## src/rtl/dma_arb_pkg.sv

```systemverilog
package dma_arb_pkg;
  typedef enum logic [1:0] {
    ST_IDLE  = 2'd0,
    ST_WAIT  = 2'd1,
    ST_SERVE = 2'd2,
    ST_REL   = 2'd3
  } arb_state_e;
endpackage

```

## src/rtl/dma_rst_sync.sv

```systemverilog
module dma_rst_sync (
  input  logic clk,
  input  logic rst_n,
  output logic rst_n_s
);
  logic meta_q;
  logic sync_q;

  always_ff @(posedge clk or negedge rst_n) begin
    if (!rst_n) begin
      meta_q <= 1'b0;
      sync_q <= 1'b0;
    end else begin
      meta_q <= 1'b1;
      sync_q <= meta_q;
    end
  end

  assign rst_n_s = sync_q;
endmodule

```

## src/rtl/dma_prio_pick.sv

```systemverilog
module dma_prio_pick #(
  parameter int NCH = 4,
  localparam int CW = (NCH > 1) ? $clog2(NCH) : 1
) (
  input  logic [NCH-1:0] valid_i,
  input  logic [CW-1:0]  last_i,
  input  logic           rotate_i,
  output logic           found_o,
  output logic [CW-1:0]  idx_o
);
  // candidate order: position k is the k-th channel to be tried
  logic [CW-1:0]  cand [NCH];
  logic [NCH-1:0] hit;

  for (genvar k = 0; k < NCH; k++) begin : g_cand
    assign cand[k] = rotate_i ? CW'((32'(last_i) + 32'(k) + 32'd1) % NCH)
                              : CW'(k);
    assign hit[k]  = valid_i[cand[k]];
  end

  always_comb begin
    found_o = 1'b0;
    idx_o   = '0;
    for (int k = NCH - 1; k >= 0; k--) begin
      if (hit[k]) begin
        found_o = 1'b1;
        idx_o   = cand[k];
      end
    end
  end
endmodule

```

## src/rtl/dma_bus_fsm.sv

```systemverilog
module dma_bus_fsm
  import dma_arb_pkg::*;
#(
  parameter int NCH = 4,
  localparam int CW = (NCH > 1) ? $clog2(NCH) : 1
) (
  input  logic           clk,
  input  logic           rst_n,
  input  logic [NCH-1:0] valid_i,
  input  logic           hlda_i,
  input  logic           done_i,
  input  logic           pick_found_i,
  input  logic [CW-1:0]  pick_idx_i,
  output arb_state_e     state_o,
  output logic [CW-1:0]  last_o,
  output logic           hrq_o,
  output logic [NCH-1:0] dack_o,
  output logic [CW-1:0]  ch_o
);
  arb_state_e     st_q, st_d;
  logic           hrq_q, hrq_d;
  logic [NCH-1:0] dack_q, dack_d;
  logic [CW-1:0]  ch_q, ch_d;
  logic [CW-1:0]  last_q;
  logic           last_en;
  logic           any_valid;
  logic [NCH-1:0] grant_vec;

  assign any_valid = |valid_i;
  assign grant_vec = NCH'(1) << pick_idx_i;
  assign last_en   = (st_q == ST_SERVE) && done_i;

  always_comb begin
    st_d   = st_q;
    hrq_d  = hrq_q;
    dack_d = dack_q;
    ch_d   = ch_q;
    case (st_q)
      ST_IDLE: begin
        if (any_valid) begin
          hrq_d = 1'b1;
          st_d  = ST_WAIT;
        end
      end
      ST_WAIT: begin
        if (hlda_i) begin
          if (pick_found_i) begin
            dack_d = grant_vec;
            ch_d   = pick_idx_i;
            st_d   = ST_SERVE;
          end else begin
            hrq_d = 1'b0;
            st_d  = ST_REL;
          end
        end else if (!any_valid) begin
          hrq_d = 1'b0;
          st_d  = ST_IDLE;
        end
      end
      ST_SERVE: begin
        if (done_i) begin
          if (pick_found_i) begin
            dack_d = grant_vec;
            ch_d   = pick_idx_i;
          end else begin
            dack_d = '0;
            hrq_d  = 1'b0;
            st_d   = ST_REL;
          end
        end
      end
      ST_REL: begin
        if (!hlda_i) st_d = ST_IDLE;
      end
      default: begin
        st_d   = ST_IDLE;
        hrq_d  = 1'b0;
        dack_d = '0;
      end
    endcase
  end

  always_ff @(posedge clk or negedge rst_n) begin
    if (!rst_n) begin
      st_q   <= ST_IDLE;
      hrq_q  <= 1'b0;
      dack_q <= '0;
      ch_q   <= '0;
    end else begin
      st_q   <= st_d;
      hrq_q  <= hrq_d;
      dack_q <= dack_d;
      ch_q   <= ch_d;
    end
  end

  // pointer reset to the top channel so that channel 0 is tried first
  always_ff @(posedge clk or negedge rst_n) begin
    if (!rst_n)       last_q <= CW'(NCH - 1);
    else if (last_en) last_q <= ch_q;
  end

  assign state_o = st_q;
  assign last_o  = last_q;
  assign hrq_o   = hrq_q;
  assign dack_o  = dack_q;
  assign ch_o    = ch_q;

  p_onehot_dack_r5: assert property (@(posedge clk) disable iff (!rst_n)
    $onehot0(dack_q));
  p_dack_needs_hlda_r5: assert property (@(posedge clk) disable iff (!rst_n)
    (|dack_q) |-> hlda_i);
  p_grant_after_hlda_r4: assert property (@(posedge clk) disable iff (!rst_n)
    (st_q == ST_SERVE && $past(st_q) == ST_WAIT) |-> $past(hlda_i));
  p_grant_qualified_r2: assert property (@(posedge clk) disable iff (!rst_n)
    ((|dack_q) && dack_q != $past(dack_q)) |-> (|($past(valid_i) & dack_q)));
  p_release_no_hold_r9: assert property (@(posedge clk) disable iff (!rst_n)
    (st_q == ST_REL) |-> (!hrq_q && dack_q == '0));
  p_channel_match_r11: assert property (@(posedge clk) disable iff (!rst_n)
    (|dack_q) |-> dack_q[ch_q]);
endmodule

```

## src/rtl/dma_req_arbiter.sv

```systemverilog
module dma_req_arbiter
  import dma_arb_pkg::*;
#(
  parameter int NCH = 4,
  localparam int CW = (NCH > 1) ? $clog2(NCH) : 1
) (
  input  logic           clk,
  input  logic           rst_n,
  input  logic [NCH-1:0] req_i,
  input  logic [NCH-1:0] chan_en_i,
  input  logic           rotate_i,
  input  logic           hlda_i,
  input  logic           done_i,
  output logic           hrq_o,
  output logic [NCH-1:0] dack_o,
  output logic           active_o,
  output logic [CW-1:0]  active_ch_o
);
  logic           rst_n_s;
  logic [NCH-1:0] valid;
  logic           pick_found;
  logic [CW-1:0]  pick_idx;
  logic [CW-1:0]  pick_base;
  logic [CW-1:0]  last_ch;
  logic [CW-1:0]  cur_ch;
  arb_state_e     state;

  assign valid = req_i & chan_en_i;
  // on a done edge the finished channel becomes the new pointer at once
  assign pick_base = (state == ST_SERVE) ? cur_ch : last_ch;

  dma_rst_sync u_rst (
    .clk     (clk),
    .rst_n   (rst_n),
    .rst_n_s (rst_n_s)
  );

  dma_prio_pick #(.NCH(NCH)) u_pick (
    .valid_i  (valid),
    .last_i   (pick_base),
    .rotate_i (rotate_i),
    .found_o  (pick_found),
    .idx_o    (pick_idx)
  );

  dma_bus_fsm #(.NCH(NCH)) u_fsm (
    .clk          (clk),
    .rst_n        (rst_n_s),
    .valid_i      (valid),
    .hlda_i       (hlda_i),
    .done_i       (done_i),
    .pick_found_i (pick_found),
    .pick_idx_i   (pick_idx),
    .state_o      (state),
    .last_o       (last_ch),
    .hrq_o        (hrq_o),
    .dack_o       (dack_o),
    .ch_o         (cur_ch)
  );

  assign active_o    = (state == ST_SERVE);
  assign active_ch_o = cur_ch;

  p_hold_from_valid_r3: assert property (@(posedge clk) disable iff (!rst_n_s)
    (state == ST_IDLE && (|valid)) |=> hrq_o);
  p_active_has_dack_r11: assert property (@(posedge clk) disable iff (!rst_n_s)
    active_o |-> (dack_o != '0));
endmodule

```

## config.mk

```make
export PLATFORM = sky130hd
export DESIGN_NAME = dma_req_arbiter
export DESIGN_NICKNAME = d
export VERILOG_FILES = /design/src/rtl/dma_arb_pkg.sv /design/src/rtl/dma_rst_sync.sv /design/src/rtl/dma_prio_pick.sv /design/src/rtl/dma_bus_fsm.sv /design/src/rtl/dma_req_arbiter.sv
export SDC_FILE = /design/constraint.sdc
export NUM_CORES = 1
export LEC_CHECK = 0
export ABC_AREA = 0
export CAP_MARGIN = 20
export CORE_MARGIN = 1.5
export CORE_UTILIZATION = 42
export CTS_BUF_LIST = sky130_fd_sc_hd__clkbuf_2 sky130_fd_sc_hd__clkbuf_4 sky130_fd_sc_hd__clkbuf_8
export CTS_CLUSTER_DIAMETER = 150
export DETAILED_ROUTE_END_ITERATION = 8
export DONT_BUFFER_PORTS = 1
export PLACE_DENSITY = 0.54
export REMOVE_ABC_BUFFERS = 1
export SETUP_SLACK_MARGIN = 0.2
export SLEW_MARGIN = 40
export SYNTH_ARGS = -nofsm -noshare
export SYNTH_HDL_FRONTEND = slang
export SYNTH_SLANG_ARGS = --single-unit
```

## constraint.sdc

```tcl
create_clock -name clk -period 0.9 [get_ports clk]
set_input_delay 0.135 -clock clk [delete_from_list [all_inputs] [get_ports clk]]
set_output_delay 0.135 -clock clk [all_outputs]
set_load 0.05 [all_outputs]
```

# ---- Yosys cells after proc, flatten, opt, wreduce, memory -nomap -nowiden
# Index checks and enable logic that the tools add are counted.
dict set report op_classes {
  n_lt_le_gt_ge 4
  eq_ne 10
  n_shift 1
  n_reduce_logical 9
  add_sub_neg 6
  bitwise_logic 1
  mux 44
}
# operator n
set ops {}
lappend ops {{$mux W2} 18}
lappend ops {{$mux W4} 4}
lappend ops {{$mux W1} 14}
lappend ops {{$lt A2 B3 Y1 const B} 4}
lappend ops {{$ne A2 B2 Y1 const B} 5}
lappend ops {{$add A2 B1 Y2 const B} 4}
lappend ops {{$bmux W1 S2} 4}
lappend ops {{$pmux W2 S4} 1}
lappend ops {{$pmux W4 S2} 1}
lappend ops {{$reduce_and A4 Y1} 2}
lappend ops {{$reduce_and A5 Y1} 1}
lappend ops {{$add A2 B2 Y2 const B} 2}
lappend ops {{$and A4 B4 Y4} 1}
lappend ops {{$eq A2 B2 Y1 const B} 2}
lappend ops {{$pmux W2 S2} 1}
lappend ops {{$reduce_or A4 Y1} 1}
lappend ops {{$shl A1 B2 Y4 const A} 1}
lappend ops {{$ne A3 B3 Y1 const B} 1}
lappend ops {{$pmux W1 S3} 1}
lappend ops {{$reduce_and A3 Y1} 1}
lappend ops {{$reduce_bool A3 Y1} 1}
lappend ops {{$eq A2 B1 Y1 const B} 1}
lappend ops {{$logic_not A2 Y1} 1}
lappend ops {{$ne A2 B1 Y1 const B} 1}
lappend ops {{2 further kinds} 2}
dict set report word_totals {
  in_bits 13
  regBits 13
}

# ---- Logic depth before layout (Yosys ltp)
# Gate-level depths: netlist of the first run.
dict set report logic_depth {
  word_depth 15
  depth_mapped 9
}

# ---- By module
# From an unflattened synthesis of the first run, not the netlist that was laid out.
dict set report hier_totals {
  cells_unflattened 105
  area_unflattened_um2 991.0
}
# module cells_per_inst area_per_inst_um2 instances
set by_module_without_submodules {}
lappend by_module_without_submodules {dma_bus_fsm 63 664.4 1}
lappend by_module_without_submodules {dma_prio_pick 32 203.9 1}
lappend by_module_without_submodules {dma_req_arbiter 7 68.8 1}
lappend by_module_without_submodules {dma_rst_sync 3 53.8 1}

# ---- Worst setup path before layout of the first run
# No wires, ideal clock.
dict set report synth_path {
  path_kind {register to register}
  startpoint {reg u_fsm.st_q[0] (netlist: u_fsm.state_o[0])}
  endpoint {reg u_fsm.dack_q[2] (netlist: u_fsm.dack_o[2])}
  arrival_time_ns 2.326
  setup_time_ns 0.121
  slack_ns -1.547
  synth_period_minus_slack_ns 2.447
  stages_incl_launch_ff 10
  path_buffers 1
  path_cell_list {dfrtp_1 inv_1 ha_1 buf_6 mux2_4 or3_1 a21o_1 o2111ai_2 nor2_2 a22o_1}
}
dict set report synth_between {
  elab_chain_len 15
}
# element line_no
set synth_rtl {}
lappend synth_rtl {{start: declaration} dma_bus_fsm.sv:20} ;# arb_state_e st_q, st_d;
lappend synth_rtl {{start signal: assignment} dma_bus_fsm.sv:90} ;# st_q <= st_d;
lappend synth_rtl {{$eq A2 B2 Y1 *} n/a}
lappend synth_rtl {{via active_o} dma_req_arbiter.sv:16} ;# output logic active_o,
lappend synth_rtl {{$mux W2} dma_req_arbiter.sv:30} ;# assign pick_base = (state == ST_SERVE) ? cur_ch : last_ch;
lappend synth_rtl {{$add A2 B2 Y2} dma_prio_pick.sv:16} ;# assign cand[k] = rotate_i ? CW'((32'(last_i) + 32'(k) + 32'd1) % NCH)
lappend synth_rtl {{$add A2 B1 Y2} dma_prio_pick.sv:16}
lappend synth_rtl {{$mux W2} dma_prio_pick.sv:16}
lappend synth_rtl {{$bmux W1 S2} dma_prio_pick.sv:18} ;# assign hit[k] = valid_i[cand[k]];
lappend synth_rtl {{$mux W1 (not written as such)} dma_prio_pick.sv:18}
lappend synth_rtl {{$mux W2 (4 in series)} dma_prio_pick.sv:25} ;# if (hit[k]) begin
lappend synth_rtl {{$shl A1 B2 Y4} dma_bus_fsm.sv:30} ;# assign grant_vec = NCH'(1) << pick_idx_i;
lappend synth_rtl {{$mux W4 (on tied branches)} {dma_bus_fsm.sv:62, dma_bus_fsm.sv:47}}
lappend synth_rtl {{$mux W4 (on tied branches)} {dma_bus_fsm.sv:61, dma_bus_fsm.sv:46}}
lappend synth_rtl {{$pmux W4 S2} dma_bus_fsm.sv:38} ;# case (st_q)
lappend synth_rtl {{end signal: assignment} dma_bus_fsm.sv:92} ;# dack_q <= dack_d;
lappend synth_rtl {{end: declaration} dma_bus_fsm.sv:22} ;# logic [NCH-1:0] dack_q, dack_d;
# The timed path passes the listed nets; every way through them passes the cells marked *. The select of a mux whose other input is x is not followed.
# A chain may end at the register's enable or synchronous reset.

# ---- Worst setup path in the final report of the first run
dict set report layout_path {
  startpoint {reg u_fsm.st_q[0] (netlist: u_fsm.state_o[0])}
  endpoint {reg u_fsm.dack_q[2] (netlist: u_fsm.dack_o[2])}
}
dict set report layout_between {
  elab_chain_len 15
}
# element line_no
set layout_rtl {}
lappend layout_rtl {{$eq A2 B2 Y1} {dma_bus_fsm.sv:38, dma_req_arbiter.sv:30}}
lappend layout_rtl {{$mux W2} dma_req_arbiter.sv:30}
lappend layout_rtl {{$add A2 B2 Y2} dma_prio_pick.sv:16}
lappend layout_rtl {{$add A2 B1 Y2} dma_prio_pick.sv:16}
lappend layout_rtl {{$mux W2} dma_prio_pick.sv:16}
lappend layout_rtl {{$bmux W1 S2} dma_prio_pick.sv:18}
lappend layout_rtl {{$mux W1 (not written as such)} dma_prio_pick.sv:18}
lappend layout_rtl {{$mux W2 (4 in series)} dma_prio_pick.sv:25}
lappend layout_rtl {{$shl A1 B2 Y4} dma_bus_fsm.sv:30}
lappend layout_rtl {{$mux W4 (on tied branches)} {dma_bus_fsm.sv:62, dma_bus_fsm.sv:47}}
lappend layout_rtl {{$mux W4 (on tied branches)} {dma_bus_fsm.sv:61, dma_bus_fsm.sv:46}}
lappend layout_rtl {{$pmux W4 S2} dma_bus_fsm.sv:38}
# Parallel ways exist; a longest one is shown, timed or not. The select of a mux whose other input is x is not followed.

==> run_results.csv, run 1 <==
group,metric,value,unit
worst_setup_path,path_delay_family,"compound AO/OA/AOI/OAI gates",
timing,tightest_slew,0.594,ns
layout,nFillCells,154,
clock_tree,cts_root_buf,"clkbuf_4",
worst_setup_path,crit_fanout,4,
power_and_ir_drop,power_density,3470,mW/mm2
worst_setup_path,cp_slowest_cell,"dfrtp_1",
die,num_rows,16,
layout,layout_common_cells,"buf_4 (21), nand2_1 (12), dfrtp_1 (10)",
min_path,hp-class,"in -> async",
detailed_routing,wire_per_inst,14.6,um
synthesis,synth_area,921,um2
worst_setup_path,cp_slowest_stage_delay,0.39,ns
global_routing,gr-usage-all-layers,0.204,
die,die_w,49.8,um
outcome,failed_checks,"negative setup slack",
synthesis,postSynthAreaPerCell,9.21,um2
layout,drive_gt1_frac,0.485,
clock_tree,cts_buffer_depth,2,
flow_run,max-cap-violations,0,
clock_tree,insertion_delay,0.26,ns
clock_tree,clkSlewWorstSetupHoldPaths,0.07,ns
worst_setup_path,critPathRequiredTime,1.05,ns
timing,report.final.slew_viol_count,0,
clock_tree,cts_sinks,13,
placed_design,placed_cells,151,
timing,max_slew_margin,0.600,
clock_tree,cts_tree,"yes",
synthesis,synth_edf_count,0,
detailed_routing,ant_nets,0,
die,ioPinCount,21,
timing,setup_ws,-1.04,ns
synthesis,ys_seq_area_frac,0.356,
timing,max_freq,516,MHz
timing,hold_viol_final,0,
detailed_routing,dr_total_vias,898,
timing,rsz0062_at_grt,"true",
global_routing,grt_pass1_wl,3.94,mm
global_routing,grt_max_degree,12,
layout,final_nets,154,
placed_design,io_buffers,0,
die,start_util,0.455,
layout,syn_to_final_growth,53.7,%
layout,layoutNonFillerInstCount,163,
timing,min_period_over_period,2.15,
layout,stdcell_area,0.00142,mm2
synthesis,ys_warn_count,0,
detailed_routing,vias_per_cell,5.51,
detailed_routing,drc,0,
worst_setup_path,start_kind,"flop",
timing,finClkSkew,0.000434,ns
synthesis,ys_types,41,
detailed_routing,first_pass_iters,4,
power_and_ir_drop,ir_drop,2.12,mV
timing,setup_violations,19,
layout,final_core_util,0.700,
worst_setup_path,critPathKind,"reg -> reg",
synthesis,synth_ff_type,"dfrtp_1",
timing,hold_ws,0.0918,ns
global_routing,grt_remaining_overflow,0,
worst_setup_path,worstPathCellList,"inv_2 > ha_4 > mux2_4 > or3_1 > a21o_1 > o2111ai_2 > nor2_2 > a22o_1",
clock_tree,cts_htree_levels,1,
placed_design,place.gp.congestion,0.835,
synthesis,synth.ff_latch_count,13,
detailed_routing,drtIter0Drc,19,
die,dieArea,0.00248,mm2
worst_setup_path,cp.arrival,2.09,ns
synthesis,async_flop_share,1.00,
outcome,status,"finished with violations",
global_routing,grt_pass1_vias,916,
timing,period_minus_slack,1.94,ns
placed_design,dpl-instance-area,0.00116,mm2
worst_setup_path,crit_buf_inv,1,
placed_design,hpwl,1.72,mm
clock_tree,cts_made_buffers,3,
worst_setup_path,end_kind,"flop",
layout,final_common_cell,"buf_4",
die,dieHeight,49.8,um
synthesis,synthCells,100,
die,core_area,0.00202,mm2
layout,antenna_cells,0,
detailed_routing,routed_wl,2.39,mm
global_routing,antenna_found_initial,0,
power_and_ir_drop,p_leak,0.627,nW
## layer usage
layer,track usage,wire (um),vias to the layer above,share of wire
met1,0.290,1160,431,0.49
met4,0.0880,15,0,0.0063
met5,0,0,-,0
met3,0.0152,76,2,0.032
met2,0.320,1130,19,0.47
li1,-,-,446,-
## registers in the layout (all words and copies together) (netlist names), named ones only
name           flops
u_fsm.last_o       2
u_fsm.ch_o         2
u_fsm.dack_o       4
u_rst.meta_q       1
u_rst.rst_n_s      1
u_fsm.state_o      1
u_fsm.hrq_o        1
## layout make-up
type | instances | area (um2) | share of cell area
repair buffers | 34 | 329 | 0.233
well taps | 27 | 33.8 | 0.0239
clock buffers | 4 | 30.0 | 0.0212
multi-input cells | 79 | 668 | 0.472
inverters | 6 | 25.0 | 0.0177
flip-flops and latches | 13 | 329 | 0.233
## kinds of logic (layout without fill, tap and decap cells)
| group | count (synthesis) | count (layout) | synth area share |
|---|---|---|---|
| muxes | 7 | 7 | 0.0842 |
| adders and majority gates | 4 | 4 | 0.0543 |
| buffers and inverters | 8 | 44 | 0.0408 |
| other | 1 | 1 | 0.00407 |
| AOI/OAI and AO/OA | 36 | 36 | 0.291 |
| and+or+nand+nor | 29 | 29 | 0.151 |
| xor gates and xnor gates | 2 | 2 | 0.0190 |
| DFF | 13 | 13 | 0.356 |
## final timing paths
| check | startpoint | to | slack [ns] | cells past startpoint |
|---|---|---|---|---|
| max in group asynchronous | u_rst.rst_n_s$_DFF_PN0_ | u_fsm.last_o[1]$_DFFE_PN1P_ | 0.40 | 0 |
| max | u_fsm.state_o[0]$_DFFE_PN0P_ | u_fsm.dack_o[2]$_DFFE_PN0P_ | -1.04 | 8 |
| min in group clk | hlda_i | u_fsm.state_o[0]$_DFFE_PN0P_ | 0.13 | 2 |
| min | rst_n | u_rst.rst_n_s$_DFF_PN0_ | 0.09 | 1 |
| min reg2reg | u_rst.rst_n_s$_DFF_PN0_ | u_fsm.state_o[0]$_DFFE_PN0P_ | 0.17 | 0 |
| max reg2reg | u_fsm.state_o[0]$_DFFE_PN0P_ | u_fsm.dack_o[2]$_DFFE_PN0P_ | -1.04 | 8 |
## synth_stat cells (3+ instances only)
master | instances | share of area
a21o_1 | 3 | 0.024
a21oi_1 | 6 | 0.033
a31oi_1 | 3 | 0.020
dfrtp_1 | 11 | 0.30
ha_1 | 4 | 0.054
inv_1 | 6 | 0.024
mux2i_1 | 4 | 0.043
nand2_1 | 14 | 0.057
nor2_1 | 3 | 0.012
o21ai_0 | 3 | 0.016
o21ai_1 | 5 | 0.027
## metrics by stage
| step | TNS [ns] | worst slack (ns) | power [W] |
|---|---|---|---|
| 6_report | -10.59 | -1.04 | 0.00490 |
| 3_5_place_dp | -10.89 | -1.19 | 0.00374 |
| 2_1_floorplan | -13.48 | -1.54 | 0.00275 |
| 5_1_grt | -11.80 | -1.15 | 0.00521 |
| 4_1_cts | -10.62 | -1.03 | 0.00470 |
| 3_3_place_gp | -10.38 | -1.15 | 0.00370 |
## power breakdown
part           switching [W]  leakage [nW]  total, W  internal [W]
clock               0.000165        0.0184  0.000366      0.000201
sequential          0.000246         0.157   0.00109      0.000844
combinational        0.00173         0.452   0.00345       0.00172
## repair_timing
item                                    in CTS  in global routing
hold buffers                                 1                  0
endpoints found under the setup margin      19                 19
endpoints found under the hold margin        2                  0
pin swaps                                   14                 11
resized for setup                           27                 12
setup buffers                                6                  1
(Power assumes the default switching activity.)
==> inputs of run 2 (changes only) <==
==> constraint.sdc (replaced) <==
create_clock -name clk -period 0.9 [get_ports clk]
set_input_delay 0.135 -clock clk [delete_from_list [all_inputs] [get_ports clk]]
set_output_delay 0.135 -clock clk [all_outputs]
set_load 0.1 [all_outputs]
==> run 2 against run 1 <==
  * The flow still finishes with violations (negative setup slack)
  * Clock power is 2% higher
  * Sequential cell count stayed put
  * Utilization is 6.5 points higher
  * Non-clock buffer count is 10 higher
  * Cell count is 6.1% higher
  * Clock skew is 0.0047 ns higher
  * Register-to-register slack worse by 0.07 ns
  * Critical path type unchanged
  * Critical endpoint unchanged
==> run_results.csv, run 2 (same netlist as run 1, synthesis figures left out) <==
group,metric,value,unit
clock_tree,cts_htree_levels,1,
power_and_ir_drop,swShare,0.478,
clock_tree,cts_tree,"yes",
global_routing,grt_pass1_wl,4.22,mm
worst_setup_path,critPathRequiredTime,1.06,ns
detailed_routing,drc,0,
placed_design,hpwl,1.76,mm
die,num_rows,16,
global_routing,grt_pass1_vias,987,
die,core_area,0.00202,mm2
placed_design,io_buffers,0,
global_routing,grt_max_degree,12,
worst_setup_path,cp.arrival,2.16,ns
power_and_ir_drop,clockPowerShare,0.062,
layout,final_core_util,0.765,
layout,drive_gt1_frac,0.514,
timing,setup_violations,19,
timing,hold_viol_final,0,
detailed_routing,wire_per_inst,15.7,um
layout,final_common_cell,"buf_4",
timing,setup_ws,-1.10,ns
timing,period_minus_slack,2.00,ns
die,dieHeight,49.8,um
worst_setup_path,critPathKind,"reg -> reg",
timing,tightest_slew,0.545,ns
worst_setup_path,start_kind,"flop",
layout,largest_reg_flops,4,
worst_setup_path,crit_fanout,4,
layout,layout_common_cells,"buf_4 (28), nand2_1 (12), dfrtp_1 (11)",
placed_design,place.gp.congestion,0.924,
layout,syn_to_final_growth,67.9,%
power_and_ir_drop,power,0.00599,W
global_routing,antenna_found_initial,0,
timing,min_period_over_period,2.23,
clock_tree,cts_buffer_depth,2,
global_routing,grt_remaining_overflow,0,
detailed_routing,drtIter0Drc,40,
power_and_ir_drop,p_comb_frac,0.749,
detailed_routing,ant_nets,0,
timing,hold_ws,0.0933,ns
worst_setup_path,rrSetupSlack,-1.10,ns
clock_tree,cts_root_buf,"clkbuf_4",
clock_tree,cts_made_buffers,3,
timing,finClkSkew,0.00509,ns
clock_tree,clkSlewWorstSetupHoldPaths,0.07,ns
die,dieArea,0.00248,mm2
timing,max_slew_margin,0.633,
timing,max_freq,499,MHz
layout,antenna_cells,0,
detailed_routing,routed_wl,2.72,mm
global_routing,gr-usage-all-layers,0.221,
power_and_ir_drop,seq_power_share,0.188,
power_and_ir_drop,p_switching,0.00287,W
clock_tree,insertion_delay,0.27,ns
detailed_routing,vias_per_cell,5.51,
die,ioPinCount,21,
timing,setup_tns,-11.85,ns
timing,report.final.slew_viol_count,0,
die,die_w,49.8,um
power_and_ir_drop,p_leak,0.699,nW
layout,nFillCells,140,
flow_run,max-cap-violations,0,
power_and_ir_drop,power_density,3880,mW/mm2
die,start_util,0.455,
min_path,hp-class,"in -> async",
worst_setup_path,end_kind,"flop",
layout,final_nets,164,
detailed_routing,first_pass_iters,4,
power_and_ir_drop,p_int,0.00313,W
timing,rsz0062_at_grt,"true",
clock_tree,cts_sinks,13,
power_and_ir_drop,ir_drop,3.20,mV
outcome,status,"finished with violations",
outcome,failed_checks,"negative setup slack",
detailed_routing,dr_total_vias,953,
==> run 2: metrics by stage <==
step	std cells	instance area, um2	worst slack (ns)
2_1_floorplan	98	906	-1.88
3_3_place_gp	156	1230	-1.14
3_5_place_dp	156	1230	-1.18
4_1_cts	167	1460	-1.03
5_1_grt	173	1550	-1.13
6_report	173	1550	-1.10
==> run 2: layout make-up <==
class	count	area [um2]	share of cell area
Multi-Input combinational cell	79	671	0.434
Sequential cell	13	328	0.212
Clock buffer	4	30.0	0.0194
Inverter	6	25.0	0.0162
Tap cell	27	33.8	0.0218
Timing Repair Buffer	44	459	0.297
==> run 2: timing repair <==
action / 4_1_cts / 5_1_grt
pin swaps: 16 / 6
hold buffers: 1 / 0
hold endpoints to repair: 2 / 0
resized for setup: 33 / 10
setup buffers: 6 / 6
setup endpoints to repair: 19 / 19
==> run 2: per-layer routing <==
metal  global-route usage  vias up  part of all wire
li1                     -      461                 -
met2                0.362       36              0.49
met4               0.0926        0             0.015
met1                0.297      450              0.45
met3               0.0242        6             0.049
met5                    0        -                 0
==> run 2: power by group through the flow <==
| stage | Combinational, W | Sequential [W] | Clock [W] |
|---|---|---|---|
| floorplan | 0.00130 | 0.00201 | 0 |
| global placement | 0.00352 | 0.00107 | 0 |
| detailed placement | 0.00354 | 0.00107 | 0 |
| CTS | 0.00407 | 0.00109 | 0.000390 |
| global route | 0.00475 | 0.00116 | 0.000425 |
| finish | 0.00449 | 0.00113 | 0.000374 |
==> run 2: worst paths after layout <==
check,startpoint,endpoint,cells past startpoint
hold reg to reg,u_rst.rst_n_s$_DFF_PN0_,u_fsm.ch_o[0]$_DFFE_PN0P_,0
max in group asynchronous,u_rst.rst_n_s$_DFF_PN0_,u_fsm.last_o[1]$_DFFE_PN1P_,0
setup / recovery,u_fsm.state_o[0]$_DFFE_PN0P_,u_fsm.dack_o[2]$_DFFE_PN0P_,8
setup reg to reg,u_fsm.state_o[0]$_DFFE_PN0P_,u_fsm.dack_o[2]$_DFFE_PN0P_,8
min in group clk,hlda_i,u_fsm.state_o[0]$_DFFE_PN0P_,2
hold / removal,rst_n,u_rst.rst_n_s$_DFF_PN0_,1
==> run 2: critical path, cell delays in order, from the launching register on <==
cell       delay, ns
dfrtp_1         0.40
inv_2           0.08
ha_4            0.18
mux2_4          0.32
or3_1           0.35
a21o_1          0.18
o2111ai_2       0.10
nor2_2          0.07
a22o_1          0.21
==> inputs of run 3 (changes only) <==
--- a/config.mk
+++ b/config.mk
@@ -7,7 +7,6 @@
 export LEC_CHECK = 0
 export ABC_AREA = 0
 export CAP_MARGIN = 20
-export CORE_MARGIN = 1.5
 export CORE_UTILIZATION = 42
 export CTS_BUF_LIST = sky130_fd_sc_hd__clkbuf_2 sky130_fd_sc_hd__clkbuf_4 sky130_fd_sc_hd__clkbuf_8
 export CTS_CLUSTER_DIAMETER = 150
@@ -19,4 +18,5 @@
 export SLEW_MARGIN = 40
 export SYNTH_ARGS = -nofsm -noshare
 export SYNTH_HDL_FRONTEND = slang
+export SYNTH_HIERARCHICAL = 1
 export SYNTH_SLANG_ARGS = --single-unit
==> run 3 against run 2 <==
  * The run still ends with negative setup slack left
  * Global-route usage rose by 1.6 points
  * Die area rose by 3.0%
  * Clock power fell by 1%
  * Critical endpoint is now u_fsm/dack_o[0]$_DFFE_PN0P_
  * Largest power group unchanged
==> run_results.csv, run 3 <==
group,metric,value,unit
outcome,status,"finished with violations",
outcome,failed_checks,"negative setup slack",
timing,finClkSkew,0.00179,ns
clock_tree,insertion_delay,0.27,ns
synthesis,ys_seq_area_frac,0.331,
global_routing,grt_max_degree,12,
placed_design,hpwl,1.93,mm
timing,period_minus_slack,2.13,ns
synthesis,synth_edf_count,0,
min_path,hp-class,"in -> reg",
synthesis,async_flop_share,1.00,
layout,final_common_cell,"buf_4",
layout,nFillCells,167,
detailed_routing,wire_per_inst,15.4,um
power_and_ir_drop,p_leak,0.718,nW
detailed_routing,ant_nets,0,
power_and_ir_drop,power_density,3820,mW/mm2
clock_tree,cts_buffer_depth,2,
worst_setup_path,critPathKind,"reg -> reg",
clock_tree,clkSlewWorstSetupHoldPaths,0.07,ns
clock_tree,cts_made_buffers,3,
synthesis,ys_types,41,
worst_setup_path,crit_fanout,6,
clock_tree,cts_htree_levels,1,
global_routing,grt_pass1_wl,4.52,mm
synthesis,synth_xor_area_frac,0,
power_and_ir_drop,power,0.00610,W
layout,antenna_cells,0,
power_and_ir_drop,p_comb_frac,0.766,
global_routing,gr-usage-all-layers,0.237,
timing,rsz0062_at_grt,"true",
detailed_routing,vias_per_cell,5.22,
worst_setup_path,cp_slowest_stage_delay,0.41,ns
layout,final_core_util,0.722,
global_routing,grt_remaining_overflow,0,
layout,largest_reg_flops,4,
detailed_routing,drtIter0Drc,21,
layout,syn_to_final_growth,61.2,%
synthesis,ys_warn_count,6,
synthesis,synthCells,105,
die,die_w,50.6,um
timing,min_period_over_period,2.37,
die,core_area,0.00221,mm2
synthesis,synth_adder_area_share,0.0758,
placed_design,io_buffers,0,
worst_setup_path,worstPathCellList,"nor2b_4 > mux2_4 > mux2i_2 > nor2_2 > a2111o_1 > o311ai_4 > nor3_1 > mux2_2",
timing,setup_ws,-1.23,ns
power_and_ir_drop,clockPowerShare,0.060,
worst_setup_path,end_kind,"flop",
flow_run,max-cap-violations,0,
detailed_routing,first_pass_iters,4,
timing,max_freq,469,MHz
power_and_ir_drop,seq_power_share,0.173,
global_routing,antenna_found_initial,0,
die,num_rows,17,
synthesis,synth_top_area_cell,"dfrtp_1",
global_routing,grt_pass1_vias,984,
synthesis,yosysMostFrequentCell,"dfrtp_1",
die,dieArea,0.00256,mm2
clock_tree,cts_tree,"yes",
die,ioPinCount,21,
power_and_ir_drop,ir_drop,2.83,mV
synthesis,yosys-top-cells-area,"dfrtp_1 (28%), ha_1 (7.6%), mux2_2 (5.7%)",
synthesis,synth_area,991,um2
synthesis,synth_common_cells,"dfrtp_1 (11), inv_1 (10), nand2_1 (10)",
worst_setup_path,cp.arrival,2.29,ns
die,dieHeight,50.6,um
worst_setup_path,start_kind,"flop",
power_and_ir_drop,p_switching,0.00292,W
synthesis,synth.area.mux_share,0.107,
worst_setup_path,critPathRequiredTime,1.06,ns
detailed_routing,dr_total_vias,934,
layout,drive_gt1_frac,0.530,
clock_tree,cts_sinks,13,
timing,hold_viol_final,0,
placed_design,place.gp.congestion,0.851,
detailed_routing,routed_wl,2.75,mm
synthesis,synth.ff_latch_count,13,
worst_setup_path,cp_slowest_cell,"dfrtp_1",
synthesis,postSynthAreaPerCell,9.44,um2
power_and_ir_drop,swShare,0.479,
power_and_ir_drop,p_int,0.00318,W
layout,final_nets,171,
synthesis,synth_compound_area_frac,0.216,
timing,setup_violations,19,
layout,layout_common_cells,"buf_4 (29), dfrtp_1 (11), inv_1 (9), nand2_1 (9), buf_12 (8)",
synthesis,synthSimpleGateAreaFrac,0.229,
clock_tree,cts_root_buf,"clkbuf_4",
die,start_util,0.448,
synthesis,synth_top_family_by_area,"simple AND/OR/NAND/NOR gates",
synthesis,synth.top_cell.area_share,0.278,
synthesis,synth_ff_type,"dfrtp_1",
detailed_routing,drc,0,
timing,report.final.slew_viol_count,0,
[run 3: changes by cell type in the layout (fill, tap and decap cells not counted), sizes merged, moves of 3 or more]
cell / before / now
mux2: 3 / 7
a21o: 3 / 0
inv: 6 / 10
nor2: 4 / 8
nor2b: 0 / 3
nand2: 14 / 10
and2: 0 / 5
[run 3: timing repair]
action	CTS	global route
hold buffers	1	0
pin swaps	7	5
resized for setup	30	8
buffers inserted	4	3
endpoints found under the hold margin	2	0
endpoints found under the setup margin	19	19
[run 3: through the flow]
step / hold slack (ns) / cells / setup TNS [ns] / instance area (um2) / worst slack [ns]
after detailed placement: -0.161 / 167 / -11.42 / 1340 / -1.28
after global placement: -0.161 / 167 / -10.89 / 1340 / -1.19
after global routing: 0.0328 / 179 / -13.89 / 1600 / -1.33
after CTS: 0.0108 / 176 / -12.65 / 1540 / -1.21
after floorplan: -0.161 / 105 / -13.77 / 991 / -1.72
final: 0.0289 / 179 / -12.79 / 1600 / -1.23
[run 3: area by class of cell]
type,count,area [um2],area share
tap,28,35.0,0.0219
multi-input combinational,82,732,0.458
clock buffer,4,30.0,0.0188
inverter,10,40.0,0.0251
timing repair buffer,42,433,0.271
sequential,13,328,0.205
[run 3: final timing paths]
kind / startpoint / endpoint / slack, ns / cells past startpoint
max: u_fsm/state_o[0]$_DFFE_PN0P_ / u_fsm/dack_o[0]$_DFFE_PN0P_ / -1.23 / 8
min: hlda_i / flop / 0.03 / 2
max reg2reg: u_fsm/state_o[0]$_DFFE_PN0P_ / u_fsm/dack_o[0]$_DFFE_PN0P_ / -1.23 / 8
min reg2reg: u_rst/rst_n_s$_DFF_PN0_ / u_fsm/ch_o[1]$_DFFE_PN0P_ / 0.17 / 0
max in group asynchronous: u_rst/rst_n_s$_DFF_PN0_ / u_fsm/last_o[1]$_DFFE_PN1P_ / 0.40 / 0
min in group asynchronous: rst_n / u_rst/meta_q$_DFF_PN0_ / 0.09 / 1
[run 3: power groups by stage]
stage	Combinational, W	Sequential (W)	Clock, W
2_1_floorplan	0.00147	0.00198	0
3_3_place_gp	0.00369	0.00104	0
3_5_place_dp	0.00376	0.00104	0
4_1_cts	0.00440	0.00106	0.000389
5_1_grt	0.00490	0.00109	0.000405
6_report	0.00467	0.00106	0.000369
[run 3: layer usage]
metal	share of wire	global-route usage	up-vias
met1	0.46	0.293	446
met3	0.028	0.0212	4
met5	0	0	-
met4	0.0091	0.106	0
li1	-	-	465
met2	0.51	0.413	19
[run 3: cells by family after synthesis]
group                      count (synthesis)
AOI/OAI and AO/OA                         28
adders and majority gates                  6
buffers and inverters                     10
DFF                                       13
muxes                                      9
other                                      1
and+or+nand+nor                           38
[run 3: worst max-delay path, delay by kind of cell, from the launching register on]
family           cells  cell delay (ns)
AND/OR/NAND/NOR      3             0.33
AO/OA/AOI/OAI        2             0.46
multiplexers         3             0.82
flip-flops           1             0.41
